`src/rtl/hqos_pkg.sv`:
```
package hqos_pkg;
  localparam int QMAX = 8;

  typedef struct packed {
    logic            fire;
    logic            green;
    logic [QMAX-1:0] queue;
  } hqos_strobe_t;
endpackage

```
`src/rtl/hqos_bucket.sv`:
```
module hqos_bucket #(
  parameter int TW = 20,
  parameter int LW = 14
) (
  input  logic          clk,
  input  logic          rstN,
  input  logic          tick,
  input  logic [TW-2:0] inc,
  input  logic [TW-2:0] burst,
  input  logic          deduct,
  input  logic [LW-1:0] len,
  output logic          ok
);
  localparam int XW = TW + 2;

  logic signed [XW-1:0] level;
  logic signed [XW-1:0] sum;
  logic signed [XW-1:0] floorV;

  assign floorV = -(XW'(1) << (TW - 1));

  always_comb begin
    sum = level;
    if (tick) begin
      sum = sum + $signed({3'b000, inc});
      if (sum > $signed({3'b000, burst})) sum = $signed({3'b000, burst});
    end
    if (deduct) begin
      sum = sum - $signed({{(XW-LW){1'b0}}, len});
      if (sum < floorV) sum = floorV;
    end
  end

  always_ff @(posedge clk) begin
    if (!rstN) level <= '0;
    else if (tick || deduct) level <= sum;
  end

  assign ok = (level > 0);
endmodule

```
`src/rtl/hqos_datapath.sv`:
```
module hqos_datapath
  import hqos_pkg::*;
#(
  parameter int NQ = 8,
  parameter int TW = 20,
  parameter int LW = 14,
  parameter int CW = 16,
  parameter int WW = 4,
  parameter int PW = 3,
  parameter int PLEVELS = 5,
  localparam int QW = $clog2(NQ),
  localparam int IXW = $clog2(NQ + 1),
  localparam int AW = IXW + 3,
  localparam int DW = TW - 1
) (
  input  logic           clk,
  input  logic           rstN,
  input  logic           tick,
  input  logic [NQ*LW-1:0] qHeadLen,
  input  logic           arrValid,
  input  logic [QW-1:0]  arrQueue,
  input  logic [NQ-1:0]  qFull,
  input  logic           cfgWe,
  input  logic [AW-1:0]  cfgAddr,
  input  logic [DW-1:0]  cfgData,
  input  hqos_strobe_t   strobe,
  output logic [NQ-1:0]  minOk,
  output logic [NQ-1:0]  maxOk,
  output logic           nodeOk,
  output logic [NQ*PW-1:0] prioFlat,
  output logic [NQ*WW-1:0] weightFlat,
  output logic [NQ*CW-1:0] greenCnt,
  output logic [NQ*CW-1:0] yellowCnt,
  output logic [NQ*CW-1:0] redCnt
);
  localparam int WMAX = (1 << WW) - 1;
  localparam int PMAX = PLEVELS - 1;

  logic [DW-1:0] minInc [NQ];
  logic [DW-1:0] minBurst [NQ];
  logic [DW-1:0] maxInc [NQ];
  logic [DW-1:0] maxBurst [NQ];
  logic [WW-1:0] weight [NQ];
  logic [PW-1:0] prio [NQ];
  logic [DW-1:0] nodeInc, nodeBurst;
  logic [CW-1:0] gCnt [NQ];
  logic [CW-1:0] yCnt [NQ];
  logic [CW-1:0] rCnt [NQ];

  logic [IXW-1:0] cfgIdx;
  logic [2:0]     cfgFld;
  logic [LW-1:0]  selLen;
  logic [NQ-1:0]  hitQ;

  assign cfgIdx = cfgAddr[AW-1:3];
  assign cfgFld = cfgAddr[2:0];

  always_ff @(posedge clk) begin
    if (!rstN) begin
      for (int q = 0; q < NQ; q++) begin
        minInc[q] <= '0; minBurst[q] <= '0;
        maxInc[q] <= '0; maxBurst[q] <= '0;
        weight[q] <= '0; prio[q] <= '0;
      end
      nodeInc <= '0;
      nodeBurst <= '0;
    end else if (cfgWe) begin
      for (int q = 0; q < NQ; q++) begin
        if (cfgIdx == IXW'(q)) begin
          case (cfgFld)
            3'd0: minInc[q] <= cfgData;
            3'd1: minBurst[q] <= cfgData;
            3'd2: maxInc[q] <= cfgData;
            3'd3: maxBurst[q] <= cfgData;
            3'd4: weight[q] <= (cfgData > DW'(WMAX)) ? WW'(WMAX) : cfgData[WW-1:0];
            3'd5: prio[q] <= (cfgData > DW'(PMAX)) ? PW'(PMAX) : cfgData[PW-1:0];
            default: ;
          endcase
        end
      end
      if (cfgIdx == IXW'(NQ)) begin
        if (cfgFld == 3'd2) nodeInc <= cfgData;
        if (cfgFld == 3'd3) nodeBurst <= cfgData;
      end
    end
  end

  always_comb begin
    selLen = '0;
    hitQ = '0;
    for (int q = 0; q < NQ; q++) begin
      if (strobe.fire && strobe.queue == QMAX'(q)) begin
        hitQ[q] = 1'b1;
        selLen = qHeadLen[q*LW +: LW];
      end
    end
  end

  genvar g;
  generate
    for (g = 0; g < NQ; g++) begin : gQueue
      hqos_bucket #(.TW(TW), .LW(LW)) uMin (
        .clk(clk), .rstN(rstN), .tick(tick),
        .inc(minInc[g]), .burst(minBurst[g]),
        .deduct(hitQ[g] && strobe.green),
        .len(qHeadLen[g*LW +: LW]), .ok(minOk[g])
      );
      hqos_bucket #(.TW(TW), .LW(LW)) uMax (
        .clk(clk), .rstN(rstN), .tick(tick),
        .inc(maxInc[g]), .burst(maxBurst[g]),
        .deduct(hitQ[g]),
        .len(qHeadLen[g*LW +: LW]), .ok(maxOk[g])
      );
      assign prioFlat[g*PW +: PW]   = prio[g];
      assign weightFlat[g*WW +: WW] = weight[g];
      assign greenCnt[g*CW +: CW]   = gCnt[g];
      assign yellowCnt[g*CW +: CW]  = yCnt[g];
      assign redCnt[g*CW +: CW]     = rCnt[g];
    end
  endgenerate

  hqos_bucket #(.TW(TW), .LW(LW)) uNode (
    .clk(clk), .rstN(rstN), .tick(tick),
    .inc(nodeInc), .burst(nodeBurst),
    .deduct(strobe.fire), .len(selLen), .ok(nodeOk)
  );

  always_ff @(posedge clk) begin
    if (!rstN) begin
      for (int q = 0; q < NQ; q++) begin
        gCnt[q] <= '0; yCnt[q] <= '0; rCnt[q] <= '0;
      end
    end else begin
      for (int q = 0; q < NQ; q++) begin
        if (hitQ[q] && strobe.green) gCnt[q] <= gCnt[q] + 1'b1;
        if (hitQ[q] && !strobe.green) yCnt[q] <= yCnt[q] + 1'b1;
        if (arrValid && qFull[arrQueue] && arrQueue == QW'(q)) rCnt[q] <= rCnt[q] + 1'b1;
      end
    end
  end
endmodule

```
`src/rtl/hqos_ctrl.sv`:
```
module hqos_ctrl
  import hqos_pkg::*;
#(
  parameter int NQ = 8,
  parameter int WW = 4,
  parameter int PW = 3,
  parameter int PLEVELS = 5,
  localparam int QW = $clog2(NQ)
) (
  input  logic             clk,
  input  logic             rstN,
  input  logic [NQ-1:0]    qBacklog,
  input  logic [NQ-1:0]    minOk,
  input  logic [NQ-1:0]    maxOk,
  input  logic             nodeOk,
  input  logic [NQ*PW-1:0] prioFlat,
  input  logic [NQ*WW-1:0] weightFlat,
  output hqos_strobe_t     strobe,
  output logic             grantValid,
  output logic [QW-1:0]    grantQueue,
  output logic             grantGreen
);
  localparam logic [PW-1:0] PTOP = PW'(PLEVELS - 1);

  logic [PW-1:0] prio [NQ];
  logic [WW-1:0] weight [NQ];
  logic [NQ-1:0] elig, greenC, excC, greenSet, excSet;
  logic [PW-1:0] topG, topX;
  logic [QW-1:0] greenPtr, excPtr;
  logic [WW-1:0] excRun;
  logic [WW:0]   runCnt;
  int            pickIdx;

  function automatic int pickFrom(input logic [NQ-1:0] m, input int ptr);
    int r;
    r = 0;
    for (int i = NQ - 1; i >= 0; i--) begin
      if (m[(ptr + i) % NQ]) r = (ptr + i) % NQ;
    end
    return r;
  endfunction

  always_comb begin
    for (int q = 0; q < NQ; q++) begin
      prio[q] = prioFlat[q*PW +: PW];
      weight[q] = weightFlat[q*WW +: WW];
      elig[q] = qBacklog[q] && maxOk[q] && (nodeOk || (prio[q] == PTOP && minOk[q]));
      greenC[q] = elig[q] && minOk[q];
      excC[q] = elig[q] && !minOk[q] && (weight[q] != '0);
    end
    topG = '0;
    topX = '0;
    for (int q = 0; q < NQ; q++) begin
      if (greenC[q] && prio[q] > topG) topG = prio[q];
      if (excC[q] && prio[q] > topX) topX = prio[q];
    end
    for (int q = 0; q < NQ; q++) begin
      greenSet[q] = greenC[q] && prio[q] == topG;
      excSet[q] = excC[q] && prio[q] == topX;
    end
    strobe = '0;
    pickIdx = 0;
    if (|greenC) begin
      pickIdx = pickFrom(greenSet, int'(greenPtr));
      strobe.fire = 1'b1;
      strobe.green = 1'b1;
    end else if (|excC) begin
      pickIdx = pickFrom(excSet, int'(excPtr));
      strobe.fire = 1'b1;
    end
    strobe.queue = QMAX'(pickIdx);
    runCnt = (QW'(pickIdx) == excPtr) ? ({1'b0, excRun} + 1'b1) : (WW+1)'(1);
  end

  always_ff @(posedge clk) begin
    if (!rstN) begin
      greenPtr <= '0;
      excPtr <= '0;
      excRun <= '0;
      grantValid <= 1'b0;
      grantQueue <= '0;
      grantGreen <= 1'b0;
    end else begin
      grantValid <= strobe.fire;
      grantQueue <= strobe.fire ? QW'(pickIdx) : '0;
      grantGreen <= strobe.fire && strobe.green;
      if (strobe.fire && strobe.green) begin
        greenPtr <= QW'((pickIdx + 1) % NQ);
      end else if (strobe.fire) begin
        if (runCnt >= {1'b0, weight[pickIdx]}) begin
          excPtr <= QW'((pickIdx + 1) % NQ);
          excRun <= '0;
        end else begin
          excPtr <= QW'(pickIdx);
          excRun <= runCnt[WW-1:0];
        end
      end
    end
  end
endmodule

```
`src/rtl/hqos_sched.sv`:
```
module hqos_sched
  import hqos_pkg::*;
#(
  parameter int NQ = 8,
  parameter int TW = 20,
  parameter int LW = 14,
  parameter int CW = 16,
  parameter int WW = 4,
  parameter int PW = 3,
  parameter int PLEVELS = 5,
  localparam int QW = $clog2(NQ),
  localparam int AW = $clog2(NQ + 1) + 3,
  localparam int DW = TW - 1
) (
  input  logic             clk,
  input  logic             rstN,
  input  logic             tick,
  input  logic [NQ-1:0]    qBacklog,
  input  logic [NQ*LW-1:0] qHeadLen,
  input  logic             arrValid,
  input  logic [QW-1:0]    arrQueue,
  input  logic [NQ-1:0]    qFull,
  input  logic             cfgWe,
  input  logic [AW-1:0]    cfgAddr,
  input  logic [DW-1:0]    cfgData,
  output logic             grantValid,
  output logic [QW-1:0]    grantQueue,
  output logic             grantGreen,
  output logic [NQ*CW-1:0] greenCnt,
  output logic [NQ*CW-1:0] yellowCnt,
  output logic [NQ*CW-1:0] redCnt
);
  hqos_strobe_t    strobe;
  logic [NQ-1:0]   minOk, maxOk;
  logic            nodeOk;
  logic [NQ*PW-1:0] prioFlat;
  logic [NQ*WW-1:0] weightFlat;

  hqos_ctrl #(.NQ(NQ), .WW(WW), .PW(PW), .PLEVELS(PLEVELS)) uCtrl (
    .clk(clk), .rstN(rstN), .qBacklog(qBacklog),
    .minOk(minOk), .maxOk(maxOk), .nodeOk(nodeOk),
    .prioFlat(prioFlat), .weightFlat(weightFlat),
    .strobe(strobe), .grantValid(grantValid),
    .grantQueue(grantQueue), .grantGreen(grantGreen)
  );

  hqos_datapath #(.NQ(NQ), .TW(TW), .LW(LW), .CW(CW), .WW(WW), .PW(PW),
                  .PLEVELS(PLEVELS)) uData (
    .clk(clk), .rstN(rstN), .tick(tick), .qHeadLen(qHeadLen),
    .arrValid(arrValid), .arrQueue(arrQueue), .qFull(qFull),
    .cfgWe(cfgWe), .cfgAddr(cfgAddr), .cfgData(cfgData),
    .strobe(strobe), .minOk(minOk), .maxOk(maxOk), .nodeOk(nodeOk),
    .prioFlat(prioFlat), .weightFlat(weightFlat),
    .greenCnt(greenCnt), .yellowCnt(yellowCnt), .redCnt(redCnt)
  );
endmodule

```
`config.mk`:
```
export PLATFORM = sky130hd
export DESIGN_NAME = hqos_sched
export DESIGN_NICKNAME = d
export VERILOG_FILES = /design/src/rtl/hqos_pkg.sv /design/src/rtl/hqos_bucket.sv /design/src/rtl/hqos_datapath.sv /design/src/rtl/hqos_ctrl.sv /design/src/rtl/hqos_sched.sv
export SDC_FILE = /design/constraint.sdc
export NUM_CORES = 2
export LEC_CHECK = 0
export ABC_AREA = 1
export BUFFER_PORTS_ARGS = -buffer_cell sky130_fd_sc_hd__buf_2
export CAP_MARGIN = 10
export CORE_ASPECT_RATIO = 0.5
export CORE_MARGIN = 2
export CORE_UTILIZATION = 52
export DETAILED_ROUTE_END_ITERATION = 7
export PLACE_DENSITY = 0.68
export REMOVE_ABC_BUFFERS = 1
export SYNTH_ARGS = -nofsm -noshare
export SYNTH_HDL_FRONTEND = slang
export SYNTH_SLANG_ARGS = --single-unit
```
`constraint.sdc`:
```
create_clock -name clk -period 14.05 [get_ports clk]
set_input_delay 1.405 -clock clk [delete_from_list [all_inputs] [get_ports clk]]
set_output_delay 1.405 -clock clk [all_outputs]
set_load 0.05 [all_outputs]
```
; ---- Yosys cells after proc, flatten, opt, wreduce, memory -nomap -nowiden
; Memories as Yosys holds them, arrays and structs flattened.
; Index checks and enable logic that the tools add are counted.
[word_totals]
reg_bits = 427
latch_bits = 0
ramBits = 1048
rom_bits = 0
in_bits = 162
out_inout_bits = 389
word_cells = 1035
mem_count = 9
[memory_table]
columns = name, words, width, read_ports, rd_clocked_by_memory_dff, wr, line
row1 = uData.maxBurst, 8, 19, 8, 0, 8, hqos_datapath.sv:42  ; logic [DW-1:0] maxBurst [NQ];
row2 = uData.maxInc, 8, 19, 8, 0, 8, hqos_datapath.sv:41  ; logic [DW-1:0] maxInc [NQ];
row3 = uData.minBurst, 8, 19, 8, 0, 8, hqos_datapath.sv:40  ; logic [DW-1:0] minBurst [NQ];
row4 = uData.minInc, 8, 19, 8, 0, 8, hqos_datapath.sv:39  ; logic [DW-1:0] minInc [NQ];
row5 = uData.gCnt, 8, 16, 8, 0, 8, hqos_datapath.sv:46  ; logic [CW-1:0] gCnt [NQ];
row6 = uData.rCnt, 8, 16, 8, 0, 8, hqos_datapath.sv:48  ; logic [CW-1:0] rCnt [NQ];
row7 = 3 more memories, n/a, n/a, n/a, n/a, n/a, n/a
[op_classes]
addsub = 74
multipliers = 0
div_mod_pow = 0
magnitude_cmp = 87
eq_ne = 52
n_shift = 0
mux = 520
bitwise_logic = 88
n_reduce_logical = 180
[ops]
columns = cell, count
row1 = $mux W22, 68
row2 = $mux W19, 32
row3 = $mux W32, 18
row4 = $add A16 B1 Y16 const B, 24
row5 = $mux W16, 24
row6 = $add A22 B20 Y22, 17
row7 = $gt A22 B1 Y1 const B, 17
row8 = $gt A22 B20 Y1, 17
row9 = $lt A22 B20 Y1 const B, 17
row10 = $sub A22 B15 Y22, 17
row11 = $mux W1, 313
row12 = $logic_and A1 B1 Y1, 114
row13 = $mux W14, 8
row14 = $mux W3, 26
row15 = $or A1 B1 Y1, 72
row16 = $lt A4 B5 Y1 const B, 14
row17 = $bmux W1 S3, 17
row18 = $eq A3 B3 Y1, 17
row19 = $mux W4, 12
row20 = $eq A3 B3 Y1 const B, 14
row21 = $gt A3 B3 Y1, 14
row22 = $reduce_or A3 Y1, 14
row23 = $eq A8 B3 Y1 const B, 4
row24 = $ge A32 B4 Y1 const B, 1
row25 = other kinds (31), 110

; ---- Depth between registers and ports, before layout
; An unclocked memory read counts as a cell.
[depth]
depth_word = 59
ltp_mapped = 129
mapped_depth_nobuf = 128

; ---- Cells and area by module
; Synthesis repeated with hierarchy kept, for this count alone.
[hier_totals]
cells_unflattened = 16939
hier_area_um2 = 120124.0
[by_module_without_submodules]
columns = module, instances, cells_each, area_per_inst_um2, seq_area_each_um2
row1 = hqos_bucket (uData.gQueue[0].uMax ...), 14, 697, 4043.9, 440.4
row2 = hqos_datapath, 1, 4127, 45926.5, 32230.9
row3 = hqos_ctrl, 1, 980, 5475.3, 300.3
row4 = hqos_bucket (uData.gQueue[2].uMin), 1, 697, 4066.4, 440.4
row5 = hqos_bucket (uData.gQueue[2].uMax), 1, 704, 4063.9, 440.4
row6 = hqos_bucket (uData.uNode), 1, 673, 3977.6, 440.4

; ---- Worst setup path before layout
; Ideal clock, no wire load.
[synth_timing]
path_type = input to register
from = in qBacklog[0]
to = reg uData.uNode.level[15]
setup_time_ns = 0.071
arrival_ns = 14.466
required_ns = 13.979
setup_slack_ns = -0.487
stages = 114
n_path_buf = 2
path_cell_list = inv_1 > nor2_1 > nand2_1 > a21oi_1 > nand2_1 > nor2_1 > nand2_1 > ha_1 > nand2_1 > nor2_1 > a211oi_1 > a31oi_1 > nand2_2 > nor2_1 > a21oi_1 > ha_1 > nor2_1 > o21ai_0 > [78 not listed] > a21oi_1 > o21ai_0 > a21oi_1 > o21ai_0 > nand2_1 > nor2_1 > nand2_1 > and3_1 > nand2_1 > xor2_1 > nand3_1 > ha_1 > nor2_1 > inv_1 > o21ai_0 > a21boi_0 > o21ai_0 > a21oi_1
[synth_rtl]
columns = element, line
row1 = start: declaration, hqos_sched.sv:18  ; input logic [NQ-1:0] qBacklog,
row2 = end signal: assignment, hqos_bucket.sv:36  ; else if (tick || deduct) level <= sum;
row3 = end: declaration, hqos_bucket.sv:16  ; logic signed [XW-1:0] level;

; ---- Final worst setup path
[layout_timing]
from = in qBacklog[0]
to = reg uData.uNode.level[15]
[layout_via]
elab_chain_len = 56
word_cells_on_any_way = 180
cone_classes = add/sub (1) / order compare (15) / eq/ne (23) / mux (92) / reduce/logical (49)
[layout_rtl]
columns = element, line
row1 = $logic_and A1 B1 Y1 * (2 in a row), hqos_ctrl.sv:47  ; elig[q] = qBacklog[q] && maxOk[q] && (nodeOk || (prio[q] == PTOP && minOk[q]));
row2 = $logic_and A1 B1 Y1 (2 in a row), hqos_ctrl.sv:49  ; excC[q] = elig[q] && !minOk[q] && (weight[q] != '0);
row3 = $logic_and A1 B1 Y1, hqos_ctrl.sv:55  ; if (excC[q] && prio[q] > topX) topX = prio[q];
row4 = $mux W3, hqos_ctrl.sv:55
row5 = $gt A3 B3 Y1, hqos_ctrl.sv:55
row6 = $logic_and A1 B1 Y1, hqos_ctrl.sv:55
row7 = $mux W3, hqos_ctrl.sv:55
row8 = $gt A3 B3 Y1, hqos_ctrl.sv:55
row9 = [31 not listed], n/a
row10 = $mux W32, hqos_ctrl.sv:63  ; if (|greenC) begin
row11 = $logic_not A8 Y1, hqos_datapath.sv:92  ; if (strobe.fire && strobe.queue == QMAX'(q)) begin
row12 = $logic_and A1 B1 Y1, hqos_datapath.sv:92
row13 = $mux W14 (8 in a row), hqos_datapath.sv:92
row14 = $sub A22 B15 Y22, hqos_bucket.sv:29  ; sum = sum - $signed({{(XW-LW){1'b0}}, len});
row15 = $lt A22 B20 Y1, hqos_bucket.sv:30  ; if (sum < floorV) sum = floorV;
row16 = $mux W22, hqos_bucket.sv:30
row17 = $mux W22, hqos_bucket.sv:28  ; if (deduct) begin
; Every way passes the cells marked *; elsewhere a longest branch is shown, timed or not. The select of a mux whose other input is x is not followed.
; A chain may end at the register's enable or synchronous reset.

==> flow_summary.rst <==
.. list-table::
   :header-rows: 1

   * - Metric
     - Value
   * - Core Region
     - 0.200 mm^2
   * - Arrival time of the worst setup path
     - 15,070 ps
   * - CTS tree
     - built
   * - Crit Path Max Fanout
     - 7
   * - Total I/O pin count
     - 551
   * - RD Place Congestion
     - 0.976
   * - Die extent in y
     - 321 um
   * - Worst min path class
     - reg -> reg
   * - # clock sinks
     - 1,475
   * - Initial cell density of the core
     - 52.4%
   * - Number of vias after detailed routing
     - 97,600
   * - Maximum number of buffers from clock root to sink
     - 4
   * - Number of rows created at floorplan
     - 116
   * - Required time worst endpoint
     - 14,720 ps
   * - Final WL
     - 354,000 um
   * - Antenna violations before repair
     - 38
   * - Multi-input gate area
     - 0.0577 mm^2
   * - First DRT Iteration DRCs
     - 9,760
   * - CTS buffer count
     - 153
   * - Number of global-route vias before repair
     - 90,200
   * - Count of flip-flops with a built-in enable after synthesis
     - 1,048
   * - Portion of total power attributed to the clock network
     - 12.3%
   * - Portion of the post-synthesis area used by sequential elements
     - 38.2%
   * - DIE AREA
     - 0.205 mm^2
   * - Skew-Pair Late Insertion Delay
     - 860 ps
   * - Cell leakage power
     - 55.0 nW
   * - Proportion of register bits with asynchronous set or reset after synthesis
     - 0%
   * - Via-per-instance ratio
     - 5.72
   * - Final Cycle Share
     - 103%
   * - Internal
     - 17.2 mW
   * - Met2 wire length
     - 151,000 um
   * - # H-tree levels
     - 4
   * - Distinct cell type count after synthesis
     - 83
   * - Root Buffer
     - clkbuf_16
   * - Worst hold margin
     - 492 ps
   * - Wire length per cell after detailed routing
     - 20.7 um
   * - Topmost layer with routed signal wires
     - met5
   * - Endpoint kind of the worst setup timing path
     - flip-flop
   * - Final WS setup
     - -352 ps
   * - Yosys warning total
     - 0
   * - Post-Synthesis Cell Area
     - 0.105 mm^2
   * - Crit path time final
     - 14,400 ps
   * - Worst supply voltage drop on vdd
     - 443 uV
   * - HPWL after DPL
     - 260,000 um
   * - Pre-antenna DRT Iters
     - 6
   * - Seq. cell area
     - 0.0400 mm^2
   * - Max-Slew Margin vs Limit
     - 12.0%
   * - Antenna Violating Nets Remaining
     - 0
   * - Cell type of the slowest stage on the worst timing path
     - o21ai_1
   * - Total power density per cell area
     - 290 mW/mm^2
   * - Post-Place Worst Slack
     - -1940 ps
   * - Fraction of layout cells with a size suffix above 1
     - 12.8%
   * - DRC errors left
     - 0
   * - Buffers on Ports
     - 550
   * - Post-layout nets
     - 15,400
   * - Die Width
     - 639 um
   * - Depth of the worst hold-timing path
     - 2
   * - Length in cells of the worst reg-to-reg path
     - 117
   * - Path type of the worst setup path
     - in -> reg
   * - Leading register cell type out of synthesis
     - edfxtp_1
   * - Transition time at the pin with the least slew margin
     - 1320 ps
   * - Count of hold buffers inserted by post-cts repair
     - 0
   * - Psw
     - 17.6 mW
   * - Unrepaired setup endpoints after global routing
     - yes
   * - Startpoint class of the critical path
     - primary input
   * - Highest clock frequency the design can meet
     - 69.4 MHz
   * - Switching share of total power
     - 50.7%
   * - Maximum number of pins on one net before global-route repair
     - 133
   * - Post-Syn Instances
     - 13,500
   * - Count of final setup violators
     - 20
   * - Number of hold-slack violations in the final timing report
     - 0
   * - Logic gate share of total power
     - 69.9%
   * - Yosys reg bits
     - 1,475
   * - Overflow after GRT
     - 0
   * - Detailed-routing wirelength on met1
     - 153,000 um
   * - Post-synthesis average cell area
     - 7.79 um^2
   * - Fillcell total
     - 18,100
   * - First-pass GRT wire length
     - 529,000 um
   * - Critical path's most frequent cell
     - nand2_1
   * - Longest individual stage delay on the worst path
     - 400 ps
   * - Count of maximum capacitance violations
     - 0
   * - Post-route clock skew
     - 55.0 ps
   * - Clock-pin slew of the registers on the worst-case setup and hold paths
     - 70 ps
   * - Result of the run
     - finished with violations
   * - Area Growth Syn to Fin
     - 14.5%
   * - Relative contribution of sequential cells to total power
     - 17.7%
   * - Routed length on met3
     - 32,900 um
   * - Global router's overall resource usage
     - 33.2%
   * - Max-slew violation count
     - 0
   * - Failing checks
     - setup timing
-- routing by layer --
layer,vias to the layer above,track usage (%)
li1,47200,-
met1,45800,45.6
met2,3887,51.2
met3,735,6.46
met4,22,14.1
met5,-,0
-- critical path, delay by kind of cell --
kind	cells	cell delay (ps)
AND/OR/NAND/NOR	59	5620
buffers and inverters	17	1550
adder cells (fa/ha/maj)	10	2670
XOR/XNOR	2	390
AO/OA/AOI/OAI	28	3410
-- synth_stat cells (13+ instances only) --
cell type,count,area share (%)
o22ai_1,28,0.17
inv_2,17,0.061
o211ai_1,128,0.92
nand3_2,17,0.16
o31ai_1,18,0.13
buf_1,22,0.079
o21ai_0,716,3.4
edfxtp_1,1048,30
o221ai_1,13,0.11
o21bai_1,55,0.39
a21oi_1,1622,7.7
a211oi_1,52,0.37
nand3b_1,24,0.17
nor4_1,64,0.38
and2_1,19,0.11
dfxtp_1,427,8.2
o21a_1,22,0.16
fa_1,34,0.65
xnor2_1,112,0.94
ha_1,970,12
clkinv_1,13,0.047
clkbuf_1,338,1.2
nand2_2,25,0.15
nor3_1,224,1.1
buf_2,46,0.22
a31oi_1,107,0.64
inv_1,1797,6.4
o21ai_1,42,0.20
nor2_1,1623,5.8
or2_2,69,0.41
nand4_1,169,1.0
nand3_1,653,3.1
nor3b_1,94,0.67
a21o_1,43,0.31
nand2_1,2219,7.9
nand2_4,14,0.15
xor2_1,424,3.5
-- layout by cell type, fill, tap and decap left out, drive strengths merged, types with 427 or more instances in the layout --
cell type,synthesis,routed
a21oi,1623,1623
buf,85,1095
dfxtp,427,427
edfxtp,1048,1048
ha,970,970
inv,1816,1824
nand2,2259,2260
nand3,673,673
nor2,1646,1646
o21ai,759,759
-- metrics by stage --
step                total power, mW  utilization, %  setup TNS (ps)  cells  cell area, um^2
finish                         34.8            59.9           -4860  17100           120000
global route                   37.6            59.9          -22130  17100           120000
CTS                            33.3            59.4           -34.1  17000           119000
detailed placement             28.0            56.4          -37860  16700           113000
global placement               27.7            56.4          -31130  16700           113000
floorplan                      20.7               -          -34720  13000           103000
-- power by group through the flow --
stage	combinational (mW)	sequential, mW	clock [mW]
CTS	22.9	6.15	4.32
finish	24.3	6.18	4.29
detailed placement	21.8	6.23	0
floorplan	13.8	6.89	0
global route	26.9	6.25	4.49
global placement	21.5	6.22	0
-- path summary, 6_finish.rpt --
kind	slack, ps	endpoint	start
max	-350	uData.uNode.level[15]	qBacklog[0]
min	490	uCtrl.excRun[3]	uCtrl.excRun[3]
max reg2reg	-340	uData.uNode.level[15]	uData.gQueue[0].uMin.level[0]
min reg2reg	490	uCtrl.excRun[3]	uCtrl.excRun[3]
-- sequential cells by signal, indices dropped and copies added (netlist names) --
register,count
uData.maxBurst,152
uData.rCnt,128
uData.uNode.level,22
uCtrl.greenPtr,3
uData.minBurst,152
uData.minInc,152
uData.weight,32
uData.gQueue.uMax.level,176
uCtrl.grantQueue,3
uData.yCnt,128
uData.nodeInc,19
uCtrl.excPtr,3
uData.nodeBurst,19
uData.gQueue.uMin.level,176
uData.gCnt,128
uCtrl.excRun,4
uCtrl.grantValid,1
uData.prio,24
uCtrl.grantGreen,1
uData.maxInc,152
-- what timing repair did --
item | in CTS | in global routing
pin swaps | 99 | 104
setup endpoints to repair | 22 | 22
setup buffers | 36 | 33
gates resized for setup | 218 | 174
cloned | 2 | 0
-- area by class of cell --
cell class | count | area share, %
Antenna cell | 18 | 0.0376
Multi-Input combinational cell | 9716 | 48.1
Clock buffer | 199 | 3.51
Clock inverter | 73 | 0.663
Inverter | 1830 | 5.77
Sequential cell | 1475 | 33.4
Timing Repair Buffer | 1095 | 5.82
Tap cell | 2655 | 2.77
-- cell families (layout without fill, tap and decap cells) --
| logic type | count (synthesis) | after routing | share of synthesized area [%] |
|---|---|---|---|
| simple gates | 5263 | 5264 | 21.6 |
| buf+inv | 2261 | 3197 | 8.34 |
| flops | 1475 | 1475 | 38.2 |
| fa+ha+maj | 1004 | 1004 | 12.2 |
| compound gates | 2912 | 2912 | 15.1 |
| other cells | 0 | 18 | 0 |
| xor+xnor | 536 | 536 | 4.48 |
Power figures use the tool's default switching activity.
